$ cat config.mk
export PLATFORM = sky130hd
export DESIGN_NAME = usec_tick_gen
export DESIGN_NICKNAME = d
export VERILOG_FILES = /design/src/rtl/usec_tick_pkg.sv /design/src/rtl/usec_rst_sync.sv /design/src/rtl/usec_rate_accum.sv /design/src/rtl/usec_counter.sv /design/src/rtl/usec_reg_file.sv /design/src/rtl/usec_tick_gen.sv
export SDC_FILE = /design/constraint.sdc
export NUM_CORES = 1
export LEC_CHECK = 0
export CORE_MARGIN = 8
export CORE_UTILIZATION = 50
export CTS_CLUSTER_DIAMETER = 50
export DETAILED_ROUTE_END_ITERATION = 6
export DONT_BUFFER_PORTS = 1
export PLACE_DENSITY = 0.76
export SLEW_MARGIN = 20
export SYNTH_ARGS = -nofsm -noshare
export SYNTH_HDL_FRONTEND = slang
export SYNTH_HIERARCHICAL = 1
export SYNTH_SLANG_ARGS = --single-unit
$ cat constraint.sdc
create_clock -name clk -period 2.35 [get_ports clk]
set_clock_uncertainty 0.05 [all_clocks]
set_input_delay 0.1175 -clock clk [delete_from_list [all_inputs] [get_ports clk]]
set_output_delay 0.1175 -clock clk [all_outputs]
set_load 0.1 [all_outputs]
$ cat src/rtl/usec_tick_pkg.sv
`timescale 1ns/1ps
package usec_tick_pkg;
  localparam int FRAC_W = 8;
  localparam int ADDR_W = 8;
  localparam int DATA_W = 32;
  localparam int CFG_W  = 2 * FRAC_W;

  localparam logic [ADDR_W-1:0] OFS_COUNT  = 8'h10;
  localparam logic [ADDR_W-1:0] OFS_CFG    = 8'h14;
  localparam logic [ADDR_W-1:0] OFS_FREEZE = 8'h4C;

  typedef struct packed {
    logic [FRAC_W-1:0] num_m1;
    logic [FRAC_W-1:0] den_m1;
  } rate_cfg_t;
endpackage

$ cat src/rtl/usec_rst_sync.sv
`timescale 1ns/1ps
module usec_rst_sync #(
  parameter int STAGES = 2
) (
  input  logic clk,
  input  logic rst_n_a,
  output logic rst_n_s
);
  logic [STAGES-1:0] sync_q;

  always_ff @(posedge clk or negedge rst_n_a) begin
    if (!rst_n_a) sync_q <= '0;
    else          sync_q <= {sync_q[STAGES-2:0], 1'b1};
  end

  assign rst_n_s = sync_q[STAGES-1];
endmodule

$ cat src/rtl/usec_rate_accum.sv
`timescale 1ns/1ps
module usec_rate_accum
  import usec_tick_pkg::*;
(
  input  logic      clk,
  input  logic      rst_n,
  input  rate_cfg_t cfg_i,
  input  logic      freeze_i,
  input  logic      clear_i,
  output logic      roll_o,
  output logic      tick_o
);
  localparam int ACC_W = FRAC_W + 2;

  logic [ACC_W-1:0] acc_q, acc_d, num, den, sum;
  logic             acc_en, tick_q, tick_d;

  assign num = {2'b00, cfg_i.num_m1} + ACC_W'(1);
  assign den = {2'b00, cfg_i.den_m1} + ACC_W'(1);
  assign sum = acc_q + num;

  always_comb begin
    acc_d  = acc_q;
    acc_en = 1'b0;
    tick_d = 1'b0;
    if (clear_i) begin
      acc_d  = '0;
      acc_en = 1'b1;
    end else if (!freeze_i) begin
      acc_en = 1'b1;
      if (sum >= den) begin
        acc_d  = sum - den;
        tick_d = 1'b1;
      end else begin
        acc_d  = sum;
      end
    end
  end

  always_ff @(posedge clk or negedge rst_n) begin
    if (!rst_n)      acc_q <= '0;
    else if (acc_en) acc_q <= acc_d;
  end

  always_ff @(posedge clk or negedge rst_n) begin
    if (!rst_n) tick_q <= 1'b0;
    else        tick_q <= tick_d;
  end

  assign roll_o = tick_d;
  assign tick_o = tick_q;

  assert_acc_below_den_R3: assert property (@(posedge clk) disable iff (!rst_n)
    (cfg_i.num_m1 <= cfg_i.den_m1) |-> (acc_q < den));

  assert_clear_wins_R7: assert property (@(posedge clk) disable iff (!rst_n)
    clear_i |=> (acc_q == '0) && !tick_o);

  assert_freeze_hold_R6: assert property (@(posedge clk) disable iff (!rst_n)
    (freeze_i && !clear_i) |=> (acc_q == $past(acc_q)) && !tick_o);
endmodule

$ cat src/rtl/usec_counter.sv
`timescale 1ns/1ps
module usec_counter #(
  parameter int CNT_W = 32
) (
  input  logic             clk,
  input  logic             rst_n,
  input  logic             inc_i,
  output logic [CNT_W-1:0] count_o
);
  logic [CNT_W-1:0] cnt_q, cnt_d;

  always_comb cnt_d = cnt_q + CNT_W'(1);

  always_ff @(posedge clk or negedge rst_n) begin
    if (!rst_n)     cnt_q <= '0;
    else if (inc_i) cnt_q <= cnt_d;
  end

  assign count_o = cnt_q;

  assert_count_step_R5: assert property (@(posedge clk) disable iff (!rst_n)
    inc_i |=> (cnt_q == $past(cnt_q) + CNT_W'(1)));

  assert_count_hold_R5: assert property (@(posedge clk) disable iff (!rst_n)
    !inc_i |=> $stable(cnt_q));
endmodule

$ cat src/rtl/usec_reg_file.sv
`timescale 1ns/1ps
module usec_reg_file
  import usec_tick_pkg::*;
#(
  parameter int               CNT_W   = 32,
  parameter logic [CFG_W-1:0] CFG_RST = 16'h000B
) (
  input  logic              clk,
  input  logic              rst_n,
  input  logic              bus_sel,
  input  logic              bus_wr,
  input  logic [ADDR_W-1:0] bus_addr,
  input  logic [DATA_W-1:0] bus_wdata,
  output logic [DATA_W-1:0] bus_rdata,
  input  logic [CNT_W-1:0]  count_i,
  output rate_cfg_t         cfg_o,
  output logic              freeze_o,
  output logic              cfg_wr_o
);
  rate_cfg_t cfg_q, cfg_d;
  logic      frz_q, frz_d, frz_we;
  logic      unused_wdata;

  assign unused_wdata = ^bus_wdata[DATA_W-1:CFG_W];

  always_comb begin
    cfg_wr_o = bus_sel && bus_wr && (bus_addr == OFS_CFG);
    frz_we   = bus_sel && bus_wr && (bus_addr == OFS_FREEZE);
    cfg_d    = rate_cfg_t'(bus_wdata[CFG_W-1:0]);
    frz_d    = bus_wdata[0];
  end

  always_ff @(posedge clk or negedge rst_n) begin
    if (!rst_n)        cfg_q <= rate_cfg_t'(CFG_RST);
    else if (cfg_wr_o) cfg_q <= cfg_d;
  end

  always_ff @(posedge clk or negedge rst_n) begin
    if (!rst_n)      frz_q <= 1'b0;
    else if (frz_we) frz_q <= frz_d;
  end

  always_comb begin
    bus_rdata = '0;
    if (bus_sel) begin
      case (bus_addr)
        OFS_COUNT:  bus_rdata = DATA_W'(count_i);
        OFS_CFG:    bus_rdata = DATA_W'(cfg_q);
        OFS_FREEZE: bus_rdata = DATA_W'(frz_q);
        default:    bus_rdata = '0;
      endcase
    end
  end

  assign cfg_o    = cfg_q;
  assign freeze_o = frz_q;

  assert_cfg_readback_R2: assert property (@(posedge clk) disable iff (!rst_n)
    cfg_wr_o |=> (cfg_q == $past(bus_wdata[CFG_W-1:0])));

  assert_other_write_ignored_R8: assert property (@(posedge clk) disable iff (!rst_n)
    (bus_sel && bus_wr && (bus_addr != OFS_CFG) && (bus_addr != OFS_FREEZE))
      |=> $stable(cfg_q) && $stable(frz_q));
endmodule

$ cat src/rtl/usec_tick_gen.sv
`timescale 1ns/1ps
module usec_tick_gen
  import usec_tick_pkg::*;
#(
  parameter int               CNT_W   = 32,
  parameter int               SYNC_ST = 2,
  parameter logic [CFG_W-1:0] CFG_RST = 16'h000B
) (
  input  logic              clk,
  input  logic              rst_n,
  input  logic              bus_sel,
  input  logic              bus_wr,
  input  logic [ADDR_W-1:0] bus_addr,
  input  logic [DATA_W-1:0] bus_wdata,
  output logic [DATA_W-1:0] bus_rdata,
  output logic              tick_o
);
  logic             rst_n_s, roll, frz, cfg_wr;
  rate_cfg_t        cfg;
  logic [CNT_W-1:0] count;

  usec_rst_sync #(.STAGES(SYNC_ST)) u_sync (
    .clk(clk), .rst_n_a(rst_n), .rst_n_s(rst_n_s));

  usec_reg_file #(.CNT_W(CNT_W), .CFG_RST(CFG_RST)) u_regs (
    .clk(clk), .rst_n(rst_n_s), .bus_sel(bus_sel), .bus_wr(bus_wr),
    .bus_addr(bus_addr), .bus_wdata(bus_wdata), .bus_rdata(bus_rdata),
    .count_i(count), .cfg_o(cfg), .freeze_o(frz), .cfg_wr_o(cfg_wr));

  usec_rate_accum u_accum (
    .clk(clk), .rst_n(rst_n_s), .cfg_i(cfg), .freeze_i(frz),
    .clear_i(cfg_wr), .roll_o(roll), .tick_o(tick_o));

  usec_counter #(.CNT_W(CNT_W)) u_count (
    .clk(clk), .rst_n(rst_n_s), .inc_i(roll), .count_o(count));

  assert_tick_with_count_R5: assert property (@(posedge clk) disable iff (!rst_n_s)
    $rose(tick_o) |-> (count == $past(count) + CNT_W'(1)));

  assert_frozen_no_tick_R6: assert property (@(posedge clk) disable iff (!rst_n_s)
    (frz && !cfg_wr) |=> !tick_o);
endmodule

**After elaboration in Yosys (flattened, before gate mapping)**

Index checks and enable logic that the tools add are counted.

- Bits in registers: 62
- Bits of input ports: 44
- Logic and storage cells: 31

- $add $sub $neg: 5
- Magnitude comparators: 1
- Equal/unequal tests: 4
- Muxes and demuxes: 10
- Reductions and logical operators: 4

Operators by type and width:

| kind | count |
|---|---|
| $pmux W32 S3 | 1 |
| $add A32 B1 Y32 const B | 1 |
| $mux W32 | 1 |
| $mux W10 | 3 |
| $add A8 B1 Y9 const B | 2 |
| $eq A8 B5 Y1 const B | 2 |
| $add A10 B10 Y10 | 1 |
| $ge A10 B10 Y1 | 1 |
| $sub A10 B10 Y10 | 1 |
| $eq A8 B7 Y1 const B | 1 |
| $mux W1 | 5 |
| $logic_and A1 B1 Y1 | 3 |
| $ne A2 B2 Y1 const B | 1 |
| $reduce_and A2 Y1 | 1 |

**Depth between registers and ports, before layout**

Gate-level depths: netlist of run 1.

- Depth after elaboration: 6
- Depth in mapped cells: 21
- Depth with buffers taken out: 20

**Cells and area by module**

Netlist of run 1, hierarchy kept.

By module, submodules not included:

| module | times used | cells an instance | area each (um^2) | seq. area each (um^2) |
|---|---|---|---|---|
| usec_rate_accum | 1 | 197 | 1,565.3 | 275.3 |
| usec_counter | 1 | 123 | 1,448.9 | 800.8 |
| usec_reg_file | 1 | 102 | 1,111.1 | 429.2 |
| usec_rst_sync | 1 | 3 | 53.8 | 50.0 |

**Least setup slack after synthesis of run 1**

OpenSTA, ideal clock, no wires.

- Path kind: register -> register
- Start point: register u_regs.cfg_q, in the netlist u_regs/cfg_o[8]
- End point: register u_count.cnt_q[23], in the netlist u_count/count_o[23]
- Library setup time: 0.079 ns
- Arrival time: 4.596 ns
- Data required time: 2.221 ns
- Slack: -2.376 ns
- Stages on the path, launching flop included: 20
- Buffers on the path: 1
- Period minus slack after synthesis: 4.726 ns
- Cell sequence: dfrtp_1 > ha_1 > xor2_1 > ha_1 > nand3b_1 > a21oi_1 > o21a_1 > o41ai_1 > xnor2_1 > ha_1 > nand3_1 > o221a_2 > o21ai_0 > nor2_1 > buf_4 > nor3_1 > nand4_4 > or4_4 > nor4_2 > xor2_1

- Longest elaborated chain between the ends: 6

Ends and longest elaborated chain:

| what | RTL line | text |
|---|---|---|
| from (decl) | usec_reg_file.sv:20 | `rate_cfg_t cfg_q, cfg_d;` |
| from (signal assigned) | usec_reg_file.sv:34 | `if (!rst_n) cfg_q <= rate_cfg_t'(CFG_RST);` |
| from (signal assigned) | usec_reg_file.sv:35 | `else if (cfg_wr_o) cfg_q <= cfg_d;` |
| $add A8 B1 Y9 | usec_rate_accum.sv:18 | `assign num = {2'b00, cfg_i.num_m1} + ACC_W'(1);` |
| $add A10 B10 Y10 | usec_rate_accum.sv:20 | `assign sum = acc_q + num;` |
| $ge A10 B10 Y1 | usec_rate_accum.sv:31 | `if (sum >= den) begin` |
| $mux W1 | usec_rate_accum.sv:31 |  |
| $mux W1 | usec_rate_accum.sv:29 | `end else if (!freeze_i) begin` |
| $mux W1 | usec_rate_accum.sv:26 | `if (clear_i) begin` |
| net roll | usec_tick_gen.sv:18 | `logic rst_n_s, roll, frz, cfg_wr;` |
| to (signal assigned) | usec_counter.sv:16 | `else if (inc_i) cnt_q <= cnt_d;` |
| to (decl) | usec_counter.sv:10 | `logic [CNT_W-1:0] cnt_q, cnt_d;` |

The timed path passes the listed nets, and every way through them passes these cells.
A chain may end at the register's enable or synchronous reset.

**Worst setup path in the final report of run 1**

- Start point: register u_regs.cfg_q, in the netlist u_regs/cfg_o[8]
- End point: register u_count.cnt_q[22], in the netlist u_count/count_o[22]

The elaborated chain is that of the path after synthesis.

==> run metrics, run 1 <==
Synth Area in Adders=7.54%; commonest non-fill, non-tap cell in the layout=buf_4; final worst setup slack=-2.25 ns; drt first pass iters=5; Setup Viol. Count Final=43; actual slew at the worst max-slew pin=0.880 ns; DIE AREA=0.0115 mm^2; Compound-Gate Fraction of Synth Area=7.22%; WP data required=2.57 ns; Top FF cell, synth=dfrtp_1; nature of the critical path endpoint=flop; Die Width=107 um; VDD IR max=692 uV; CP max stage delay=0.45 ns; reg-to-reg startpoint=u_regs/cfg_o[8]; syn nets=493; sequential area share after synthesis=37.2%; area of the multi-input gates=0.00300 mm^2; Simple-Gate Fraction of Synth Area=22.3%; unrepaired setup endpoints after global routing=yes; clock group share of total power=17.3%; Worst slew margin=40.8%; DR vias=3985; pwr dens=991 mW/mm^2; clk_lat worst skew=0.36 ns; CTS sink cnt=62; Iter 0 DRT Violations=313; Setup Crit Path Kind=reg -> reg; min cycle time layout=4.60 ns; hold_sp=bus_wr; Final Cycle Share=196%; Initial Utilization=51.1%; count of final hold-check violations=0; number of synthesized flops with an enable pin=0; post-synthesis mux area share=10.3%; Buf+Inv Stages, Crit Path=3; H-tree levels=3; fin area=0.00638 mm^2; # diodes=0; vias per cell=5.88; Register-to-Register Path Depth=21; Synth Register Bits=62; Switching Fraction=39.8%; total grt overflow=0; antenna violations before repair=0; Cells after Synth=425; most frequent cells in the layout=buf_4, dfrtp_1, xnor2_1, nand2_1; row cnt=33; Stages on worst setup path=21; worst slack, placed=-2.10 ns; Design Power=6.33 mW; Residual DRC=0; largest family of logic cells by synthesized area=simple AND/OR/NAND/NOR gates; slowest CP cell=dfrtp_2; Cell Area, Placed=0.00540 mm^2; IO Pins=77; Synth Cell Area=0.00418 mm^2; path category of the worst min-delay check=in -> reg; CORE AREA=0.00818 mm^2; share of layout cells above drive strength 1=44.7%; FILL cells=489; XOR/XNOR Fraction of Synth Area=11.5%; gr usage total=22.7%; Async S/R FF share, synth=100%; FMAX=0.217 GHz; crit path DAT=4.82 ns; Hold Path Cell Cnt=3; net switching power=2.52 mW; CP Max Fanout=5; Fin Setup TNS=-83.55 ns; dpl cells=624; port buffer count=0; number of max-cap violations=0; vias in the first global route=4182; clock-pin slew on the worst setup and hold paths=0.08 ns; Final Util=78.1%; Sequential Power Share=24.6%; Routability Congestion=0.944; Leak=2.97 nW; HPWL after DPL=8840 um; Clock Path Buffers=2; fin nets=636; Pins Over Slew Limit=0; register area=0.00156 mm^2; CTS tree=done; largest net degree at the start of global routing=44; drt wl/cell=20.9 um; synth unique cells=60; global-route wire length before repair=20600 um; Mean Syn Cell Area=9.83 um^2; failing checks=setup timing; post-route insts no fill=678; WL final=14200 um; hold_ws=0.0631 ns; YS warnings=6; post-route ant nets=0; kind of cell adding the most delay to the critical path=simple AND/OR/NAND/NOR gates; die height=107 um; Worst Setup Start Kind=flop; clk root buf=clkbuf_8; outcome=finished, violations left; crit path launch=u_regs/cfg_o[8]; Layout area overhead=52.8%; CTS Buf Count=9; Gate power share=58.1%; Int Pwr=3.81 mW; CP cell instances=nand3_4 > xnor2_4 > ha_1 > a21o_1 > a21oi_2 > nand2_2 > buf_4 > xor2_4 > ha_1 > nand4_1 > a21oi_2 > or3_4 > a22o_4 > nor2_4 > nor3_4 > buf_4 > and4_4 > nand4_1 > buf_6 > nor4_4 > xor2_1
[cell usage after synthesis (9+ instances only)]
cell / count / area [um^2]
xnor2_1: 34 / 298
and2_1: 18 / 113
mux2_2: 11 / 124
mux2_4: 9 / 135
a21oi_1: 14 / 70.1
xor2_1: 21 / 184
inv_1: 21 / 78.8
nor2_1: 35 / 131
nand4_1: 13 / 81.3
nand3_1: 19 / 95.1
mux2i_1: 17 / 170
dfrtp_1: 59 / 1480
nand2_1: 26 / 97.6
ha_1: 22 / 275
nor3_1: 17 / 85.1
[state kept, by name, indices dropped and copies added, names as in the netlist]
signal	count
u_accum/acc_q	10
u_sync/sync_q	2
u_count/count_o	32
u_regs/cfg_o	16
u_regs/freeze_o	1
u_accum/tick_o	1
[final cells by class]
| type | count | area share (%) |
|---|---|---|
| inverters | 21 | 1.23 |
| well taps | 105 | 2.06 |
| clock buffers | 11 | 2.21 |
| flip-flops and latches | 62 | 24.4 |
| clock inverters | 5 | 1.27 |
| repair buffers | 144 | 21.8 |
| multi-input cells | 330 | 47.0 |
[worst paths after layout]
path / slack (ns) / endpoint
max: -2.25 / u_count/count_o[22]
min: 0.06 / u_regs/freeze_o
max reg2reg: -2.25 / u_count/count_o[22]
min reg2reg: 0.15 / u_count/count_o[26]
max in group asynchronous: 1.47 / u_regs/cfg_o[0]
min in group asynchronous: 0.15 / u_count/count_o[26]
[tightest hold or removal path, stage by stage]
cell     delay (ns)
nand2_1        0.06
nor4_1         0.05
mux2_2         0.21
[kinds of logic after synthesis]
kind of cell	after synthesis
buffers and inverters	33
adders and majority gates	24
DFF	62
xor gates and xnor gates	55
AOI/OAI and AO/OA	44
and+or+nand+nor	169
other	1
muxes	37
[repair_timing]
item                                   4_1_cts  5_1_grt
gates resized for setup                     26       60
hold buffers                                19        0
endpoints found under the hold margin       19        0
pin swaps                                   22       32
setup endpoints to repair                   43       43
setup buffers                                8       14
[power by group through the flow]
stage	sequential [mW]	combinational (mW)	clock [mW]
floorplan	1.48	1.83	0
finish	1.56	3.68	1.09
global route	1.58	3.95	1.14
detailed placement	1.53	2.88	0
global placement	1.53	2.77	0
CTS	1.53	3.08	1.09
[per-layer routing]
| metal | wire, um | GRT usage (%) | vias to the layer above | part of all wire (%) |
|---|---|---|---|---|
| met2 | 7180 | 40.1 | 160 | 51 |
| li1 | - | - | 1793 | - |
| met4 | 497 | 8.42 | 0 | 3.5 |
| met3 | 702 | 4.55 | 50 | 5.0 |
| met5 | 0 | 0 | - | 0 |
| met1 | 5790 | 26.4 | 1982 | 41 |
Power figures use the tool's default switching activity.
==> run 2, diff against run 1 <==
- CORE_UTILIZATION: 50 -> 30
- PLACE_DENSITY: 0.76 -> 0.55
==> run 2 against run 1 <==
The flow still finishes with violations (setup timing); total power increased by 3.3%; maximum frequency is 7.9% higher; clock-buffer cell count unchanged; clock power grew 55%; routed wire length fell by 17%.
==> run metrics, run 2 (synthesis results as in run 1) <==
Residual DRC=0 (unchanged); gr usage total=13.6% (-9.1 points); CTS Buf Count=9 (unchanged); IO Pins=77 (unchanged); WL final=11700 um (-17%); antenna violations before repair=0 (unchanged); final worst setup slack=-1.92 ns (+0.336 ns); pwr dens=998 mW/mm^2 (+0.67%); WP data required=2.56 ns (about the same); Worst Setup Start Kind=flop; Die Width=134 um (+25%); die height=134 um (+25%); Leak=2.98 nW (+0.29%); number of max-cap violations=0 (unchanged); drt first pass iters=4 (-1); clock-pin slew on the worst setup and hold paths=0.06 ns (-0.02 ns); CORE AREA=0.0137 mm^2 (+68%); path category of the worst min-delay check=in -> reg; DIE AREA=0.0180 mm^2 (+56%); clk root buf=clkbuf_16; drt wl/cell=15.6 um (-25%); Routability Congestion=0.873 (-7.5%); largest net degree at the start of global routing=34 (-23%); Cell Area, Placed=0.00563 mm^2 (+4.1%); Pins Over Slew Limit=0 (unchanged); port buffer count=0 (unchanged); row cnt=43 (+30%); fin area=0.00655 mm^2 (+2.6%); global-route wire length before repair=19600 um (-5.1%); dpl cells=701 (+12%); crit path DAT=4.47 ns (-0.35 ns); count of final hold-check violations=0 (unchanged); Initial Utilization=30.5% (-21 points); FMAX=0.234 GHz (+7.9%); post-route ant nets=0 (unchanged); DR vias=3659 (-8.2%); FILL cells=1220 (+150%); H-tree levels=3 (unchanged); outcome=finished, violations left; most frequent cells in the layout=buf_4, dfrtp_1, xnor2_1, buf_12, nand2_1; fin nets=635 (-0.16%); Worst slew margin=41.5% (+0.65 points); unrepaired setup endpoints after global routing=yes; vias in the first global route=3923 (-6.2%); commonest non-fill, non-tap cell in the layout=buf_4; area of the multi-input gates=0.00284 mm^2 (-5.5%); nature of the critical path endpoint=flop; HPWL after DPL=9080 um (+2.7%); Fin Setup TNS=-74.58 ns (+8.97 ns); CTS sink cnt=62 (unchanged); Clock Path Buffers=2 (unchanged); max FFs per register=32 (unchanged); register area=0.00156 mm^2 (about the same); Final Cycle Share=182% (-14 points); # diodes=0 (unchanged); Layout area overhead=56.7%; min cycle time layout=4.27 ns (-0.336 ns); Final Util=47.7% (-30 points); share of layout cells above drive strength 1=42.0% (-2.7 points); VDD IR max=677 uV (-2.1%); Setup Viol. Count Final=43 (unchanged); post-route insts no fill=752 (+11%); vias per cell=4.87 (-17%); total grt overflow=0 (unchanged); CP Max Fanout=5 (unchanged); actual slew at the worst max-slew pin=0.878 ns (-0.00180 ns); Iter 0 DRT Violations=145 (-54%); clk_lat worst skew=0.33 ns (-0.03 ns); CTS tree=done; Setup Crit Path Kind=reg -> reg; failing checks=setup timing
==> run 2: cell count changes in the layout (fill, tap and decap cells not counted), sizes merged <==
| cell | delta |
|---|---|
| inv | -1 |
| bufinv | +2 |
| dlygate4sd3 | -1 |
| clkinvlp | -1 |
==> run 2: worst max-delay path: stages, from the launching register on <==
cell and delay (ns):
dfrtp_2 0.45, ha_4 0.29, inv_2 0.03, fa_2 0.33, nand3b_1 0.21, a21oi_2 0.19, o21a_1 0.20, nor2_2 0.07
xnor2_2 0.16, ha_4 0.29, nand4_1 0.12, a21oi_1 0.17, or3_4 0.16, a22o_4 0.13, nor2_4 0.04, nor3_4 0.22
buf_6 0.13, nand4_4 0.10, or4_4 0.49, nor4_4 0.19, xor2_1 0.16
==> run 2: area by class of cell <==
type | instances | share of cell area [%]
inverters | 21 | 1.20
clock buffers | 11 | 3.86
flip-flops and latches | 62 | 23.8
clock inverters | 5 | 1.97
multi-input cells | 330 | 43.3
repair buffers | 143 | 22.4
well taps | 180 | 3.44
==> run 2: repair_timing <==
action | 4_1_cts | 5_1_grt
hold buffers | 18 | 0
pin swaps | 11 | 19
gates resized for setup | 17 | 33
setup endpoints to repair | 43 | 43
buffers inserted | 8 | 11
endpoints found under the hold margin | 19 | 0
==> run 2: layer usage <==
metal	global-route usage [%]	part of all wire, %	vias up
met2	23.2	51	53
met3	3.22	3.6	18
met5	0	0	-
li1	-	-	1796
met4	6.43	2.8	0
met1	15.7	43	1792
==> run 2: path summary, 6_finish.rpt <==
check                                 start             endpoint  slack [ns]  cells after the start
min reg2reg                u_sync/sync_q[1]      u_regs/freeze_o        0.25                      0
min                             bus_addr[1]      u_regs/freeze_o        0.02                      2
min in group asynchronous  u_sync/sync_q[1]      u_regs/freeze_o        0.25                      0
max in group asynchronous  u_sync/sync_q[1]      u_regs/cfg_o[8]        1.37                      1
max reg2reg                 u_regs/cfg_o[8]  u_count/count_o[23]       -1.92                     20
max                         u_regs/cfg_o[8]  u_count/count_o[23]       -1.92                     20
==> run 2: stage by stage <==
stage,worst slack [ns],hold slack [ns],total power [mW]
2_1_floorplan,-1.82,-0.228,3.32
3_3_place_gp,-1.85,-0.228,4.33
3_5_place_dp,-1.96,-0.228,4.37
4_1_cts,-1.89,0.0000275,6.26
5_1_grt,-2.15,0.0112,7.02
6_report,-1.92,0.0155,6.53
==> run 2: report_power, final <==
part | switching [mW] | leakage, nW | total (mW) | internal (mW)
combinational | 1.49 | 2.00 | 3.30 | 1.80
sequential | 0.274 | 0.798 | 1.54 | 1.27
clock | 0.492 | 0.186 | 1.69 | 1.20
==> run 3, diff against run 2 <==
--- a/constraint.sdc
+++ b/constraint.sdc
@@ -3,3 +3,3 @@
 set_input_delay 0.1175 -clock clk [delete_from_list [all_inputs] [get_ports clk]]
 set_output_delay 0.1175 -clock clk [all_outputs]
-set_load 0.1 [all_outputs]
+set_load 0.005 [all_outputs]
==> run 3 against run 2 <==
The run still ends with setup timing left; die area is the same; total power fell by 2.3%; first-iteration DRC count shrank 3.4%; clock-buffer cell count unchanged; clock power is 8% lower; worst hold slack better by 0.011 ns; maximum frequency is 1.4% lower; combinational power is essentially flat; register-to-register slack got worse by 0.06 ns; critical path type unchanged; highest routed layer unchanged.
==> run metrics, run 3 (synthesis results as in run 1) <==
outcome=finished, violations left; failing checks=setup timing; pwr dens=1090 mW/mm^2 (+9.3%); die height=134 um (unchanged); H-tree levels=3 (unchanged); post-route insts no fill=719 (-4.4%); final worst setup slack=-1.98 ns (-0.0625 ns); clock group share of total power=24.5% (-1.4 points); clk_lat worst skew=0.33 ns (about the same); total grt overflow=0 (unchanged); min cycle time layout=4.33 ns (+0.0625 ns); Initial Utilization=30.5% (unchanged); largest net degree at the start of global routing=52 (+53%); Layout area overhead=39.9%; drt wl/cell=15.8 um (+1.4%); post-route ant nets=0 (unchanged); Iter 0 DRT Violations=140 (-3.4%); most frequent cells in the layout=buf_4, dfrtp_1, nor2_1, xnor2_1, nand2_1; Switching Fraction=34.7% (+0.093 points); fin nets=602 (-5.2%); CP Max Fanout=4 (-1); unrepaired setup endpoints after global routing=yes; Setup Viol. Count Final=43 (unchanged); DIE AREA=0.0180 mm^2 (unchanged); Final Cycle Share=184% (+2.7 points); WP data required=2.56 ns (about the same); clk root buf=clkbuf_16; share of layout cells above drive strength 1=34.7% (-7.3 points); Leak=2.72 nW (-8.8%); port buffer count=0 (unchanged); Gate power share=52.3% (+1.8 points); Fin Setup TNS=-74.78 ns (-0.202 ns); FMAX=0.231 GHz (-1.4%); Int Pwr=4.17 mW (-2.5%); gr usage total=12.9% (-0.63 points); Setup Crit Path Kind=reg -> reg; actual slew at the worst max-slew pin=0.668 ns (-0.210 ns); Final Util=42.6% (-5.1 points); dpl cells=662 (-5.6%); crit path DAT=4.53 ns (+0.06 ns); WL final=11400 um (-3.0%); vias per cell=4.85 (-0.33%); # diodes=0 (unchanged); Pins Over Slew Limit=0 (unchanged); clock-pin slew on the worst setup and hold paths=0.06 ns (about the same); Die Width=134 um (unchanged); HPWL after DPL=8550 um (-5.9%); row cnt=43 (unchanged); CTS sink cnt=62 (unchanged); global-route wire length before repair=18600 um (-4.8%); Sequential Power Share=23.2% (-0.4 points); IO Pins=77 (unchanged); nature of the critical path endpoint=flop; count of final hold-check violations=0 (unchanged); vias in the first global route=3645 (-7.1%); drt first pass iters=4 (unchanged); Worst slew margin=55.1% (+14 points); commonest non-fill, non-tap cell in the layout=buf_4; VDD IR max=478 uV (-29%); antenna violations before repair=0 (unchanged); Clock Path Buffers=2 (unchanged); Routability Congestion=0.823 (-5.7%); CTS Buf Count=9 (unchanged); worst slack, placed=-2.06 ns (-0.0934 ns); hold_ws=0.0262 ns (+0.0107 ns); number of max-cap violations=0 (unchanged); path category of the worst min-delay check=in -> reg; CORE AREA=0.0137 mm^2 (unchanged); Residual DRC=0 (unchanged); Worst Setup Start Kind=flop; net switching power=2.21 mW (-2.1%); CTS tree=done; max FFs per register=32 (unchanged); DR vias=3487 (-4.7%)
==> run 3: cell count changes in the layout (fill, tap and decap cells not counted), sizes merged <==
cell,change
buf,-33
bufinv,-1
clkinvlp,+1
==> run 3: final timing paths <==
check / start / endpoint / slack [ns] / depth (start not counted)
hold / removal: bus_addr[1] / u_regs/freeze_o / 0.03 / 2
min in group asynchronous: u_sync/sync_q[1] / u_accum/acc_q[9] / 0.08 / 0
setup reg to reg: u_regs/cfg_o[8] / u_count/count_o[23] / -1.98 / 19
hold reg to reg: u_sync/sync_q[1] / u_accum/acc_q[9] / 0.08 / 0
max in group asynchronous: u_sync/sync_q[1] / u_regs/cfg_o[8] / 1.60 / 1
setup / recovery: u_regs/cfg_o[8] / u_count/count_o[23] / -1.98 / 19
==> run 3: metrics by stage <==
stage	total power, mW	cell area, um^2
after floorplan	3.26	4260
after global placement	4.20	4940
after detailed placement	4.25	4940
after CTS	6.10	5650
after global routing	6.82	5850
final	6.38	5850
==> run 3: final cells by class <==
type,count,area [um^2]
inverter,21,78.8
fill,1313,7870
clock inverter,5,106
timing repair buffer,110,928
clock buffer,11,243
multi-input combinational,330,2710
tap,180,225
sequential,62,1560
==> run 3: worst max-delay path, stage by stage, from the launching register on <==
cell     delay [ns]
dfrtp_2        0.42
buf_4          0.13
and3_1         0.16
nand3_2        0.09
or2_4          0.25
xnor2_1        0.13
ha_2           0.22
o41ai_2        0.38
xnor2_1        0.17
ha_1           0.34
nand3_1        0.11
o221a_2        0.29
o21ai_2        0.08
nor2_4         0.06
nor3_4         0.14
buf_6          0.13
nand4_4        0.11
or4_4          0.59
nor4_4         0.23
xor2_1         0.16
==> run 3: layer usage <==
| metal | track usage [%] | routed length (um) |
|---|---|---|
| met1 | 15.0 | 4900 |
| met2 | 22.5 | 5900 |
| met3 | 3.22 | 433 |
| met4 | 4.87 | 119 |
| met5 | 0 | 0 |
==> run 3: repair_timing <==
item | in CTS | in global routing
pin swaps | 16 | 26
setup endpoints to repair | 43 | 43
hold buffers | 18 | 0
setup buffers | 9 | 14
gates cloned | 0 | 0
gates resized for setup | 30 | 22
endpoints found under the hold margin | 19 | 0
==> run 3: power by group through the flow <==
stage               Clock [mW]  Combinational [mW]  Sequential (mW)
finish                    1.56                3.33             1.48
global route              1.64                3.66             1.51
CTS                       1.59                3.02             1.49
detailed placement           0                2.75             1.50
global placement             0                2.70             1.49
floorplan                    0                1.82             1.44
